<file path="src/rtl/tmr_pkg.sv">
// Package: shared types, register addresses and the output-action rule for
// the timer compare unit. Assumes a data width of at least 8 bits.
package tmr_pkg;

    typedef enum logic [1:0] {
        OM_OFF = 2'b00,
        OM_TOG = 2'b01,
        OM_CLR = 2'b10,
        OM_SET = 2'b11
    } om_e;

    localparam logic [1:0] ADDR_CTRL = 2'd0;
    localparam logic [1:0] ADDR_CNT  = 2'd1;
    localparam logic [1:0] ADDR_CMP  = 2'd2;
    localparam logic [1:0] ADDR_FLAG = 2'd3;

    localparam int CTRL_FORCE_BIT = 7;

    // Next waveform bit for a match; PWM direction flips set/clear.
    function automatic logic oc_next(om_e om, logic pwm, logic up, logic cur);
        logic r;
        case (om)
            OM_TOG:  r = ~cur;
            OM_CLR:  r = pwm ? ~up : 1'b0;
            OM_SET:  r = pwm ? up : 1'b1;
            default: r = cur;
        endcase
        return r;
    endfunction

endpackage

</file>
<file path="src/rtl/tmr_counter.sv">
// Counter: holds the count, its PWM direction and the one-tick match block
// armed by a count write. Produces the qualified match event and the top
// marker used for compare buffer reloads. Assumes tick is a one-cycle pulse.
module tmr_counter #(
    parameter int W = 8
) (
    input  logic         clk,
    input  logic         rst_n,
    input  logic         tick,
    input  logic         pwm,
    input  logic         ctc,
    input  logic         cnt_wr,
    input  logic [W-1:0] wdata,
    input  logic [W-1:0] ocr_act,
    output logic [W-1:0] cnt,
    output logic         up,
    output logic         match,
    output logic         at_top
);

    localparam logic [W-1:0] TOP    = '1;
    localparam logic [W-1:0] BOTTOM = '0;

    logic [W-1:0] cnt_q;
    logic         up_q;
    logic         blk_q;
    logic         step;

    assign step   = tick && !cnt_wr;
    assign match  = step && !blk_q && (cnt_q == ocr_act);
    assign at_top = step && pwm && (cnt_q == TOP);
    assign cnt    = cnt_q;
    assign up     = up_q;

    // Count register: load, PWM sweep, clear-on-match or plain increment.
    always_ff @(posedge clk) begin
        if (!rst_n)
            cnt_q <= '0;
        else if (cnt_wr)
            cnt_q <= wdata;
        else if (tick) begin
            if (pwm) begin
                if (up_q)
                    cnt_q <= (cnt_q == TOP) ? TOP - 1'b1 : cnt_q + 1'b1;
                else
                    cnt_q <= (cnt_q == BOTTOM) ? BOTTOM + 1'b1 : cnt_q - 1'b1;
            end else if (ctc && match)
                cnt_q <= '0;
            else
                cnt_q <= cnt_q + 1'b1;
        end
    end

    // Direction: turns at top and bottom in PWM, forced up otherwise.
    always_ff @(posedge clk) begin
        if (!rst_n || !pwm)
            up_q <= 1'b1;
        else if (step) begin
            if (up_q && cnt_q == TOP)
                up_q <= 1'b0;
            else if (!up_q && cnt_q == BOTTOM)
                up_q <= 1'b1;
        end
    end

    // Match block: armed by a count write, consumed by the next tick.
    always_ff @(posedge clk) begin
        if (!rst_n)
            blk_q <= 1'b0;
        else if (cnt_wr)
            blk_q <= 1'b1;
        else if (tick)
            blk_q <= 1'b0;
    end


    count_load_chk: assert property (@(posedge clk) disable iff (!rst_n)
        cnt_wr |=> cnt_q == $past(wdata));


    normal_step_chk: assert property (@(posedge clk) disable iff (!rst_n)
        (!pwm && !ctc && step) |=> cnt_q == W'($past(cnt_q) + 1'b1));


    ctc_clear_chk: assert property (@(posedge clk) disable iff (!rst_n)
        (!pwm && ctc && match) |=> cnt_q == '0);

endmodule

</file>
<file path="src/rtl/tmr_ocr.sv">
// Compare store: buffer register seen by software plus the active value the
// comparator uses. Outside PWM both follow writes at once; in PWM the active
// value reloads from the buffer only at the top of the count.
module tmr_ocr #(
    parameter int W = 8
) (
    input  logic         clk,
    input  logic         rst_n,
    input  logic         pwm,
    input  logic         cmp_wr,
    input  logic [W-1:0] wdata,
    input  logic         at_top,
    output logic [W-1:0] ocr_act,
    output logic [W-1:0] ocr_buf
);

    logic [W-1:0] act_q;
    logic [W-1:0] buf_q;

    assign ocr_act = act_q;
    assign ocr_buf = buf_q;

    // Buffer: takes every compare write.
    always_ff @(posedge clk) begin
        if (!rst_n)
            buf_q <= '0;
        else if (cmp_wr)
            buf_q <= wdata;
    end

    // Active value: direct write outside PWM, top-of-count reload in PWM.
    always_ff @(posedge clk) begin
        if (!rst_n)
            act_q <= '0;
        else if (cmp_wr && !pwm)
            act_q <= wdata;
        else if (at_top)
            act_q <= buf_q;
    end


    top_reload_chk: assert property (@(posedge clk) disable iff (!rst_n)
        at_top |=> act_q == $past(buf_q));


    direct_write_chk: assert property (@(posedge clk) disable iff (!rst_n)
        (cmp_wr && !pwm) |=> act_q == $past(wdata));

endmodule

</file>
<file path="src/rtl/tmr_wave.sv">
// Waveform stage: the internal compare output bit, the sticky match flag and
// the pin source select. Assumes force and flag clear never share a cycle
// (both come from the single register write port).
module tmr_wave
    import tmr_pkg::*;
(
    input  logic clk,
    input  logic rst_n,
    input  om_e  om,
    input  logic pwm,
    input  logic up,
    input  logic match,
    input  logic force_ev,
    input  om_e  force_om,
    input  logic flag_clr,
    input  logic port_out,
    input  logic port_dir,
    output logic flag,
    output logic pin_out,
    output logic pin_oe
);

    logic oc_q;
    logic flag_q;

    assign flag    = flag_q;
    assign pin_out = (om != OM_OFF) ? oc_q : port_out;
    assign pin_oe  = port_dir;

    // Output bit: real match action first, then forced action.
    always_ff @(posedge clk) begin
        if (!rst_n)
            oc_q <= 1'b0;
        else if (match)
            oc_q <= oc_next(om, pwm, up, oc_q);
        else if (force_ev)
            oc_q <= oc_next(force_om, 1'b0, 1'b1, oc_q);
    end

    // Flag: set by a match, cleared by software writing one.
    always_ff @(posedge clk) begin
        if (!rst_n)
            flag_q <= 1'b0;
        else if (match)
            flag_q <= 1'b1;
        else if (flag_clr)
            flag_q <= 1'b0;
    end


    force_flag_chk: assert property (@(posedge clk) disable iff (!rst_n)
        (force_ev && !match) |=> $stable(flag_q));


    flag_sticky_chk: assert property (@(posedge clk) disable iff (!rst_n)
        (flag_q && !flag_clr) |=> flag_q);

endmodule

</file>
<file path="src/rtl/tmr_ocmp_top.sv">
// Top: register port decode and readback for the compare timer, wiring the
// counter, compare store and waveform stage. Assumes W >= 8 so that the
// control fields fit; reads are combinational on reg_addr.
module tmr_ocmp_top
    import tmr_pkg::*;
#(
    parameter int W = 8
) (
    input  logic         clk,
    input  logic         rst_n,
    input  logic         tick,
    input  logic         reg_we,
    input  logic [1:0]   reg_addr,
    input  logic [W-1:0] reg_wdata,
    output logic [W-1:0] reg_rdata,
    input  logic         port_out,
    input  logic         port_dir,
    output logic         pin_out,
    output logic         pin_oe
);

    logic [1:0]   wm_q;
    om_e          om_q;
    logic         pwm;
    logic         ctc;
    logic         ctrl_wr;
    logic         cnt_wr;
    logic         cmp_wr;
    logic         flag_clr;
    logic         force_ev;
    om_e          force_om;
    logic [W-1:0] cnt;
    logic         up;
    logic         match;
    logic         at_top;
    logic [W-1:0] ocr_act;
    logic [W-1:0] ocr_buf;
    logic         flag;

    assign pwm      = wm_q[1];
    assign ctc      = (wm_q == 2'b01);
    assign ctrl_wr  = reg_we && (reg_addr == ADDR_CTRL);
    assign cnt_wr   = reg_we && (reg_addr == ADDR_CNT);
    assign cmp_wr   = reg_we && (reg_addr == ADDR_CMP);
    assign flag_clr = reg_we && (reg_addr == ADDR_FLAG) && reg_wdata[0];
    assign force_ev = ctrl_wr && reg_wdata[CTRL_FORCE_BIT] && !reg_wdata[1];
    assign force_om = om_e'(reg_wdata[3:2]);

    // Control register: waveform mode and output mode, both unbuffered.
    always_ff @(posedge clk) begin
        if (!rst_n) begin
            wm_q <= 2'b00;
            om_q <= OM_OFF;
        end else if (ctrl_wr) begin
            wm_q <= reg_wdata[1:0];
            om_q <= om_e'(reg_wdata[3:2]);
        end
    end

    // Readback mux; the force strobe always reads zero.
    always_comb begin
        reg_rdata = '0;
        case (reg_addr)
            ADDR_CTRL: reg_rdata[3:0] = {om_q, wm_q};
            ADDR_CNT:  reg_rdata      = cnt;
            ADDR_CMP:  reg_rdata      = ocr_buf;
            default:   reg_rdata[0]   = flag;
        endcase
    end

    tmr_counter #(.W(W)) u_cnt (
        .clk     (clk),
        .rst_n   (rst_n),
        .tick    (tick),
        .pwm     (pwm),
        .ctc     (ctc),
        .cnt_wr  (cnt_wr),
        .wdata   (reg_wdata),
        .ocr_act (ocr_act),
        .cnt     (cnt),
        .up      (up),
        .match   (match),
        .at_top  (at_top)
    );

    tmr_ocr #(.W(W)) u_ocr (
        .clk     (clk),
        .rst_n   (rst_n),
        .pwm     (pwm),
        .cmp_wr  (cmp_wr),
        .wdata   (reg_wdata),
        .at_top  (at_top),
        .ocr_act (ocr_act),
        .ocr_buf (ocr_buf)
    );

    tmr_wave u_wave (
        .clk      (clk),
        .rst_n    (rst_n),
        .om       (om_q),
        .pwm      (pwm),
        .up       (up),
        .match    (match),
        .force_ev (force_ev),
        .force_om (force_om),
        .flag_clr (flag_clr),
        .port_out (port_out),
        .port_dir (port_dir),
        .flag     (flag),
        .pin_out  (pin_out),
        .pin_oe   (pin_oe)
    );

endmodule

</file>
<file path="config.mk">
export PLATFORM = sky130hd
export DESIGN_NAME = tmr_ocmp_top
export DESIGN_NICKNAME = d
export VERILOG_FILES = /design/src/rtl/tmr_pkg.sv /design/src/rtl/tmr_counter.sv /design/src/rtl/tmr_ocr.sv /design/src/rtl/tmr_wave.sv /design/src/rtl/tmr_ocmp_top.sv
export SDC_FILE = /design/constraint.sdc
export NUM_CORES = 1
export LEC_CHECK = 0
export ABC_AREA = 1
export BUFFER_PORTS_ARGS = -buffer_cell sky130_fd_sc_hd__buf_2
export CAP_MARGIN = 20
export CORE_AREA = 2 2 68 70
export CTS_CLUSTER_SIZE = 20
export DETAILED_ROUTE_END_ITERATION = 8
export DIE_AREA = 0 0 70 72
export HOLD_SLACK_MARGIN = 0.1
export PLACE_DENSITY = 0.79
export SLEW_MARGIN = 15
export SYNTH_ARGS = -nofsm -noshare
export SYNTH_HDL_FRONTEND = slang
export SYNTH_SLANG_ARGS = --single-unit
</file>
<file path="constraint.sdc">
create_clock -name clk -period 2.7 [get_ports clk]
set_clock_uncertainty 0.1 [all_clocks]
set_input_delay 0.27 -clock clk [delete_from_list [all_inputs] [get_ports clk]]
set_output_delay 0.27 -clock clk [all_outputs]
set_load 0.02 [all_outputs]
</file>
==> results of run 1 <==
cells by family (layout without fill, tap and decap cells):
| family | count (synthesis) | in the layout | share of synthesized area [%] |
|---|---|---|---|
| DFF | 32 | 32 | 25.6 |
| AOI/OAI and AO/OA | 84 | 84 | 17.7 |
| buffers and inverters | 70 | 87 | 12.4 |
| xor gates and xnor gates | 5 | 5 | 1.75 |
| adders and majority gates | 11 | 11 | 5.50 |
| and+or+nand+nor | 203 | 203 | 37.1 |
worst min-delay path: cells and delay by family:
family | cells | cell delay, ps
buffers and inverters | 2 | 190
AO/OA/AOI/OAI | 1 | 60
layout by cell type, fill, tap and decap left out:
master     count
a211oi_1       1
a21oi_1       38
a22oi_1        3
a31oi_1        1
buf_2         23
bufinv_16      1
clkbuf_1       1
clkbuf_8       5
clkinv_2       1
dfxtp_1       32
ha_1          11
inv_1         49
inv_2          6
inv_8          1
nand2_1      111
nand2_2        5
nand2_4        4
nand2_8        1
nand3_1       34
nand3_2        1
nand4_1        2
nor2_1        35
nor2_2         4
nor2_4         4
nor3_1         1
nor3_4         1
o211ai_1       1
o21ai_0       29
o21ai_1        4
o22ai_1        7
xnor2_1        4
xor2_1         1
stage by stage:
step                      power [uW]  std cells
final                           1280        474
after global routing            1340        474
after CTS                       1270        474
after detailed placement         824        466
after global placement           819        466
after floorplan                  750        405
layout make-up:
cell class	count	area, um2	area share, %
clock buffer	6	72.6	2.69
clock inverter	2	35.0	1.30
inverter	56	218	8.07
multi-input combinational	303	1550	57.5
sequential	32	641	23.7
tap	52	65.1	2.41
timing repair buffer	23	115	4.27
layer usage:
metal	vias up	part of all wire, %	track usage [%]
met5	-	0	0
met4	0	2.0	7.91
met3	17	10	3.75
met2	148	43	49.3
met1	1225	44	42.2
li1	1332	-	-
state kept, by name (all words and copies together) (netlist names):
signal and count:
u_wave.flag 1, u_cnt.blk_q 1, u_cnt.cnt 8, u_ocr.ocr_buf 8, u_wave.oc_q 1, om_q 2
u_ocr.ocr_act 8, u_cnt.up 1, wm_q 2
power by group:
part           total (uW)  switching (uW)  internal (uW)
clock                 462             188            274
combinational         291             192           99.0
sequential            531            33.6            497
total                1280             413            870
how the worst max path moves through the flow:
stage / start / to / slack [ps] / cells after the start
6_report: u_cnt.cnt[3] / u_cnt.cnt[0] / 610 / 11
5_1_grt: u_cnt.cnt[3] / u_cnt.cnt[0] / 520 / 11
4_1_cts: u_cnt.cnt[1] / u_ocr.ocr_act[2] / 700 / 9
3_5_place_dp: reg_addr[1] / u_ocr.ocr_act[2] / 600 / 10
3_3_place_gp: reg_addr[1] / u_ocr.ocr_act[2] / 640 / 10
2_1_floorplan: reg_addr[1] / u_cnt.cnt[0] / 1050 / 13
==> results.py, run 1 <==
metrics = {
    "finish": {
        "syn2layout_area_growth_pct": 7.80,
        "design_area_um2": 2700,
        "fin_util_pct": 63.3,
        "drive_gt1_share_pct": 13.5,
        "antenna_cells": 0,
        "num-nets-final": 448,
        "fillerInstances": 426,
    },
    "yosys": {
        "synth_cell_types": 33,
        "ys_top_cells_by_area": "dfxtp_1, nand2_1, a21oi_1",
        "synth_top_area_cell": "dfxtp_1",
        "post_synth.cell_area_avg_um2": 6.18,
        "yosysTopAreaCellShare_pct": 25.6,
        "ys_warn_count": 0,
        "syn_inst": 405,
        "ys.flop_type": "dfxtp_1",
        "synth_area_um2": 2500,
        "yosysMostFrequentCell": "nand2_1",
        "synth-seq-area-share_pct": 25.6,
        "synth_edf_count": 0,
        "synth_common_cells": "nand2_1, inv_1, a21oi_1",
        "ys_ff_latch": 32,
        "syn_nets": 432,
        "async_reset_ff_share_pct": 0,
    },
    "routing": {
        "antenna_left": 0,
        "drtIter0Drc": 243,
        "wire_per_inst_um": 15.4,
        "via_per_inst": 5.74,
        "drt_drc_violations_left": 0,
        "routed_wl_um": 7280,
        "drtPass1Iterations": 5,
        "vias": 2722,
    },
    "sta": {
        "finalSetupViolCount": 0,
        "fin_crit_sh_pct": 77.5,
        "fin_crit_ps": 2090,
        "fin_ws_ps": 608,
        "tightestPinTransition_ps": 613,
        "fmax_ghz": 0.478,
        "rsz0062_at_grt": "no",
        "slew_violations": 0,
        "setup-tns-final_ps": 0,
        "slew_headroom_pct": 59.1,
        "finalHoldViolCount": 0,
        "whs_ps": 172,
    },
    "grt": {
        "grt_pass1_vias": 2387,
        "grt_first_pass_wirelength_um": 11900,
        "grt_use_total_pct": 30.1,
        "grt_max_degree": 21,
        "grt_overflow_total": 0,
        "antenna_found_initial": 0,
    },
    "worst_setup_path": {
        "endpoint_kind": "flop",
        "startpoint_type": "flop",
        "crit_chain": "inv_1, nand2_1, nand2_1, inv_1, nand2_1, inv_1, nand2_2, nor2_4, nand2_2, a21oi_1, nor2_1",
        "crit_buf_inv": 3,
        "critPathTopFamily": "flip-flops",
        "worstSetupPathType": "flop to flop",
        "r2r_end": "u_cnt.cnt[0]",
        "critPathMaxFanout": 8,
        "slowest_delay_ps": 670,
        "crit_required_ps": 2760,
        "reg2reg_depth": 11,
        "rrSetupSlack_ps": 610,
        "cpMaxStageDelayCell": "dfxtp_1",
        "r2r-start": "u_cnt.cnt[3]",
        "cp_data_arrival_time_ps": 2150,
    },
    "clocking": {
        "root_buffer": "clkbuf_8",
        "cts.path.max_buffers": 2,
        "numClockSinks": 32,
        "cts_made_buffers": 5,
        "cts_hold_buf": 0,
        "post_cts_buffers": 0,
        "cts_resized": 0,
        "path_clk_slew_ps": 70,
        "cts_tree": "built",
        "htree_num_levels": 2,
        "clk_latency_ps": 290,
    },
    "floorplanning": {
        "fp.dieW_um": 70,
        "die_h_um": 72,
        "core_area_um2": 4260,
        "die_area_um2": 5040,
        "start_util_pct": 58.7,
        "row_count": 24,
        "ios": 26,
    },
    "placed_design": {
        "dp_hpwl_um": 5400,
        "place_congestion": 0.967,
        "dpl_cell_area_um2": 2590,
        "pre_cts_ws_ps": 596,
        "port_buffers": 23,
    },
    "pwr": {
        "powerDensity_nw_per_um2": 475,
        "leakage_uw": 0.00133,
        "ir_drop_mv": 0.320,
    },
    "worst_hold_path": {
        "hold_path_class": "input pin to flop",
        "hold_end": "u_ocr.ocr_buf[4]",
        "hp-start": "reg_wdata[4]",
        "holdPathStages": 3,
    },
    "run": {
        "drv_cap": 0,
    },
    "run_status": {
        "status": "finished, final reports clean",
    },
}
Note: power is estimated with default switching activity, not from simulation.
==> run 2, diff against run 1 <==
--- a/config.mk
+++ b/config.mk
@@ -8,12 +8,12 @@
 export ABC_AREA = 1
 export BUFFER_PORTS_ARGS = -buffer_cell sky130_fd_sc_hd__buf_2
 export CAP_MARGIN = 20
-export CORE_AREA = 2 2 68 70
+export CORE_AREA = 2 2 72 74
 export CTS_CLUSTER_SIZE = 20
 export DETAILED_ROUTE_END_ITERATION = 8
-export DIE_AREA = 0 0 70 72
+export DIE_AREA = 0 0 74 76
 export HOLD_SLACK_MARGIN = 0.1
-export PLACE_DENSITY = 0.79
+export PLACE_DENSITY = 0.74
 export SLEW_MARGIN = 15
 export SYNTH_ARGS = -nofsm -noshare
 export SYNTH_HDL_FRONTEND = slang
==> constraint.sdc (replaced) <==
create_clock -name clk -period 1.76 [get_ports clk]
set_clock_uncertainty 0.1 [all_clocks]
set_input_delay 0.176 -clock clk [delete_from_list [all_inputs] [get_ports clk]]
set_output_delay 0.176 -clock clk [all_outputs]
set_load 0.02 [all_outputs]
==> run 2 against run 1 <==
Against the previous run:
- die area grew 12%
- register-to-register slack lost 490 ps
- global-route usage shrank 0.35 points
- clock power grew 29%
- cell count grew 11%
- utilization shrank 1.9 points
==> results.py, run 2 (synthesis results as in run 1) <==
metrics = {
    "worst_hold_path": {
        "holdPathStages": 3,
        "hp-start": "reg_wdata[7]",
        "hold_end": "u_ocr.ocr_act[7]",
        "hold_path_class": "input pin to flop",
    },
    "floorplanning": {
        "row_count": 26,
        "ios": 26,
        "die_area_um2": 5620,
        "die_h_um": 76,
        "start_util_pct": 51.0,
        "core_area_um2": 4910,
        "fp.dieW_um": 74,
    },
    "sta": {
        "slew_headroom_pct": 64.1,
        "finalHoldViolCount": 0,
        "setup-tns-final_ps": 0,
        "finalSetupViolCount": 0,
        "slew_violations": 0,
        "fmax_ghz": 0.609,
        "fin_crit_sh_pct": 93.2,
        "rsz0062_at_grt": "no",
        "fin_crit_ps": 1640,
        "tightestPinTransition_ps": 537,
    },
    "grt": {
        "grt_pass1_vias": 2574,
        "grt_first_pass_wirelength_um": 12700,
        "grt_overflow_total": 0,
        "antenna_found_initial": 0,
        "grt_max_degree": 20,
        "grt_use_total_pct": 29.7,
    },
    "pwr": {
        "leakage_uw": 0.00150,
        "power.internal_uw": 1280,
        "power.share.switching_pct": 33.4,
        "clockPowerShare_pct": 30.9,
        "powerDensity_nw_per_um2": 639,
        "p_switching_uw": 645,
        "seqPwrFrac_pct": 41.5,
        "ir_drop_mv": 0.396,
        "comb_power_share_pct": 27.6,
    },
    "clocking": {
        "numClockSinks": 32,
        "cts_tree": "built",
        "cts_made_buffers": 5,
        "htree_num_levels": 2,
        "root_buffer": "clkbuf_8",
        "path_clk_slew_ps": 60,
        "cts.path.max_buffers": 2,
        "clk_latency_ps": 290,
    },
    "worst_setup_path": {
        "worstSetupPathType": "flop to flop",
        "endpoint_kind": "flop",
        "r2r-start": "u_cnt.cnt[4]",
        "r2r_end": "u_cnt.cnt[0]",
        "crit_chain": "buf_4, xor2_1, nor2_1, nand3_2, nor2_4, nand2_2, a21oi_1, nor2_1",
        "cpMostUsedCell": "nor2_1",
        "crit_required_ps": 1820,
        "startpoint_type": "flop",
        "critPathTopFamily": "simple AND/OR/NAND/NOR gates",
        "cpMaxStageDelayCell": "dfxtp_2",
        "reg2reg_depth": 8,
        "slowest_delay_ps": 350,
        "cp_data_arrival_time_ps": 1700,
        "critPathMaxFanout": 5,
        "crit_buf_inv": 1,
        "rrSetupSlack_ps": 120,
    },
    "routing": {
        "drtPass1Iterations": 5,
        "antenna_left": 0,
        "drt_drc_violations_left": 0,
        "drtIter0Drc": 208,
        "routed_wl_um": 7920,
        "vias": 2782,
        "wire_per_inst_um": 15.0,
        "via_per_inst": 5.28,
    },
    "run": {
        "drv_cap": 0,
    },
    "placed_design": {
        "dp_hpwl_um": 6190,
        "place_congestion": 0.974,
        "port_buffers": 23,
    },
    "finish": {
        "drive_gt1_share_pct": 23.4,
        "final_cell_mix": "nand2_1, inv_1, a21oi_1",
        "syn2layout_area_growth_pct": 20.5,
        "fillerInstances": 513,
        "fin_util_pct": 61.4,
        "antenna_cells": 0,
        "num-nets-final": 483,
        "final_common_cell": "nand2_1",
    },
    "run_status": {
        "status": "finished, final reports clean",
    },
}
[run 2: repair_timing]
item,CTS,global route
endpoints found under the setup margin,3,9
buffers inserted,0,0
gates cloned,0,0
gates resized for setup,2,21
hold buffers,3,0
hold endpoints to repair,3,0
[run 2: worst register-to-register path: stages (launching register included)]
cell and delay [ps]:
dfxtp_2 350, buf_4 160, xor2_1 140, nor2_1 150
nand3_2 100, nor2_4 170, nand2_2 110, a21oi_1 180
nor2_1 50
[run 2: layer usage]
layer	up-vias	wire length, um	GRT usage [%]	part of all wire [%]
met5	-	0	0	0
met3	15	614	7.80	7.7
met2	116	3540	44.3	45
li1	1397	-	-	-
met1	1254	3640	42.0	46
met4	0	127	8.36	1.6
[run 2: area by class of cell]
| cell class | count | area, um2 | share of cell area, % |
|---|---|---|---|
| flip-flops and latches | 32 | 652 | 21.6 |
| inverters | 56 | 224 | 7.42 |
| clock buffers | 8 | 90.1 | 2.99 |
| multi-input cells | 303 | 1580 | 52.3 |
| repair buffers | 58 | 385 | 12.8 |
| well taps | 70 | 87.6 | 2.90 |
[run 2: worst max path at each step]
stage	depth (start not counted)	start	to	slack, ps
global route	10	u_cnt.cnt[2]	u_cnt.cnt[7]	1
floorplan	9	u_cnt.cnt[0]	u_ocr.ocr_act[0]	180
finish	8	u_cnt.cnt[4]	u_cnt.cnt[0]	120
CTS	11	u_cnt.cnt[3]	u_cnt.cnt[0]	30
detailed placement	8	u_cnt.cnt[2]	u_cnt.cnt[0]	-20
global placement	8	u_cnt.cnt[2]	u_cnt.cnt[0]	-40
[run 2: power by group through the flow]
stage / logic (uW) / registers (uW) / clock network [uW]
3_5_place_dp: 504 / 813 / 0
5_1_grt: 596 / 804 / 638
6_report: 532 / 801 / 595
2_1_floorplan: 352 / 799 / 0
4_1_cts: 512 / 798 / 603
3_3_place_gp: 495 / 813 / 0
[run 2: stage by stage]
step | instance area (um2) | hold WS, ps | power [uW] | worst slack (ps) | std cells
2_1_floorplan | 2500 | 224 | 1150 | 177 | 405
3_3_place_gp | 2850 | 252 | 1310 | -42.6 | 516
3_5_place_dp | 2850 | 252 | 1320 | -20.8 | 516
4_1_cts | 2980 | 105 | 1910 | 29.0 | 527
5_1_grt | 3020 | 110 | 2040 | 1.36 | 527
6_report | 3020 | 106 | 1930 | 119 | 527
==> run 3, diff against run 2 <==
--- a/config.mk
+++ b/config.mk
@@ -8,12 +8,11 @@
 export ABC_AREA = 1
 export BUFFER_PORTS_ARGS = -buffer_cell sky130_fd_sc_hd__buf_2
 export CAP_MARGIN = 20
-export CORE_AREA = 2 2 72 74
+export CORE_AREA = 5 5 109 111
 export CTS_CLUSTER_SIZE = 20
 export DETAILED_ROUTE_END_ITERATION = 8
-export DIE_AREA = 0 0 74 76
+export DIE_AREA = 0 0 114 116
 export HOLD_SLACK_MARGIN = 0.1
-export PLACE_DENSITY = 0.74
 export SLEW_MARGIN = 15
 export SYNTH_ARGS = -nofsm -noshare
 export SYNTH_HDL_FRONTEND = slang
==> run 3 against run 2 <==
Against the previous run:
- final area grew 1.7%
- critical endpoint unchanged
- count of clock-buffer cells in the layout is the same
- global-route usage shrank 18 points
- hold slack gained 7.7 ps
- routed wire length shrank 3.9%
- via count shrank 3.6%
- total power shrank 1.4%
- clock power shrank 0.7%
==> results.py, run 3 (synthesis results as in run 1) <==
metrics = {
    "pwr": {
        "total_power_uw": 1900,
        "powerDensity_nw_per_um2": 620,
        "leakage_uw": 0.00148,
        "ir_drop_mv": 0.401,
    },
    "floorplanning": {
        "die_h_um": 116,
        "die_area_um2": 13200,
        "row_count": 38,
        "ios": 26,
        "fp.dieW_um": 114,
        "start_util_pct": 23.4,
        "core_area_um2": 10700,
    },
    "worst_setup_path": {
        "worstSetupPathType": "flop to flop",
        "startpoint_type": "flop",
        "slowest_delay_ps": 370,
        "endpoint_kind": "flop",
        "crit_required_ps": 1880,
        "cp_data_arrival_time_ps": 1750,
        "crit_chain": "buf_4, nor2_2, nand2_1, nor2_2, buf_4, a21oi_1, nor3_1, a21oi_1, nor2_1",
        "rrSetupSlack_ps": 130,
        "critPathMaxFanout": 5,
        "cpMaxStageDelayCell": "dfxtp_2",
    },
    "finish": {
        "antenna_cells": 0,
        "fin_util_pct": 28.7,
        "drive_gt1_share_pct": 21.7,
        "num-nets-final": 478,
        "final_cell_mix": "nand2_1, inv_1, a21oi_1",
        "syn2layout_area_growth_pct": 22.5,
        "final_common_cell": "nand2_1",
    },
    "sta": {
        "finalSetupViolCount": 0,
        "fin_ws_ps": 128,
        "slew_headroom_pct": 67.5,
        "setup-tns-final_ps": 0,
        "finalHoldViolCount": 0,
        "tightestPinTransition_ps": 487,
        "fmax_ghz": 0.613,
        "rsz0062_at_grt": "yes",
        "slew_violations": 0,
        "fin_crit_sh_pct": 92.7,
        "fin_crit_ps": 1630,
    },
    "grt": {
        "grt_use_total_pct": 11.6,
        "grt_max_degree": 20,
        "grt_overflow_total": 0,
        "grt_pass1_vias": 2535,
        "grt_first_pass_wirelength_um": 12400,
        "antenna_found_initial": 0,
    },
    "clocking": {
        "cts_tree": "built",
        "numClockSinks": 32,
        "clk_latency_ps": 280,
        "root_buffer": "clkbuf_8",
        "cts_made_buffers": 5,
        "cts.path.max_buffers": 2,
        "htree_num_levels": 2,
        "path_clk_slew_ps": 70,
    },
    "placed_design": {
        "pre_cts_ws_ps": -35.3,
        "dp_hpwl_um": 6230,
        "port_buffers": 23,
        "place_congestion": 0.910,
    },
    "routing": {
        "routed_wl_um": 7610,
        "drtPass1Iterations": 5,
        "drtIter0Drc": 207,
        "wire_per_inst_um": 12.9,
        "antenna_left": 0,
        "via_per_inst": 4.53,
        "drt_drc_violations_left": 0,
        "vias": 2681,
    },
    "worst_hold_path": {
        "hold_path_class": "input pin to flop",
    },
    "run": {
        "drv_cap": 0,
    },
    "run_status": {
        "status": "finished, final reports clean",
    },
}
run 3: area by class of cell:
| class | count | area, um2 |
|---|---|---|
| fillers | 1190 | 7630 |
| multi-input cells | 303 | 1570 |
| flip-flops and latches | 32 | 653 |
| repair buffers | 53 | 355 |
| inverters | 56 | 220 |
| well taps | 140 | 175 |
| clock buffers | 8 | 90.1 |
run 3: worst max-delay path, delay by kind of cell (launching register included):
family / cells / cell delay, ps
DFF: 1 / 370
AOI/OAI and AO/OA: 2 / 140
and+or+nand+nor: 5 / 660
buffers and inverters: 2 / 300
run 3: what timing repair did:
action / 4_1_cts / 5_1_grt
setup buffers: 0 / 2
endpoints found under the setup margin: 4 / 14
hold buffers: 1 / 0
resized for setup: 4 / 14
endpoints found under the hold margin: 1 / 0
pin swaps: 0 / 3
run 3: final timing paths:
path,startpoint,endpoint,cells after the start
setup / recovery,u_cnt.cnt[3],u_cnt.cnt[0],9
hold / removal,reg_wdata[4],u_ocr.ocr_buf[4],3
setup reg to reg,u_cnt.cnt[3],u_cnt.cnt[0],9
hold reg to reg,u_ocr.ocr_buf[6],u_ocr.ocr_buf[6],2
run 3: through the flow:
step / hold WS (ps) / cell area (um2) / std cells
4_1_cts: 109 / 3010 / 590
6_report: 114 / 3070 / 592
3_3_place_gp: 252 / 2900 / 581
2_1_floorplan: 224 / 2500 / 405
3_5_place_dp: 252 / 2900 / 581
5_1_grt: 131 / 3070 / 592
run 3: metal layers:
layer	GRT usage (%)	vias up	wire, um
met3	1.51	15	316
li1	-	1391	-
met5	0	-	0
met4	4.43	0	165
met2	19.5	67	3600
met1	15.1	1208	3530
run 3: power breakdown:
part	internal, uW	switching, uW
clock network	319	272
logic	194	317
registers	762	37.3
total	1280	626
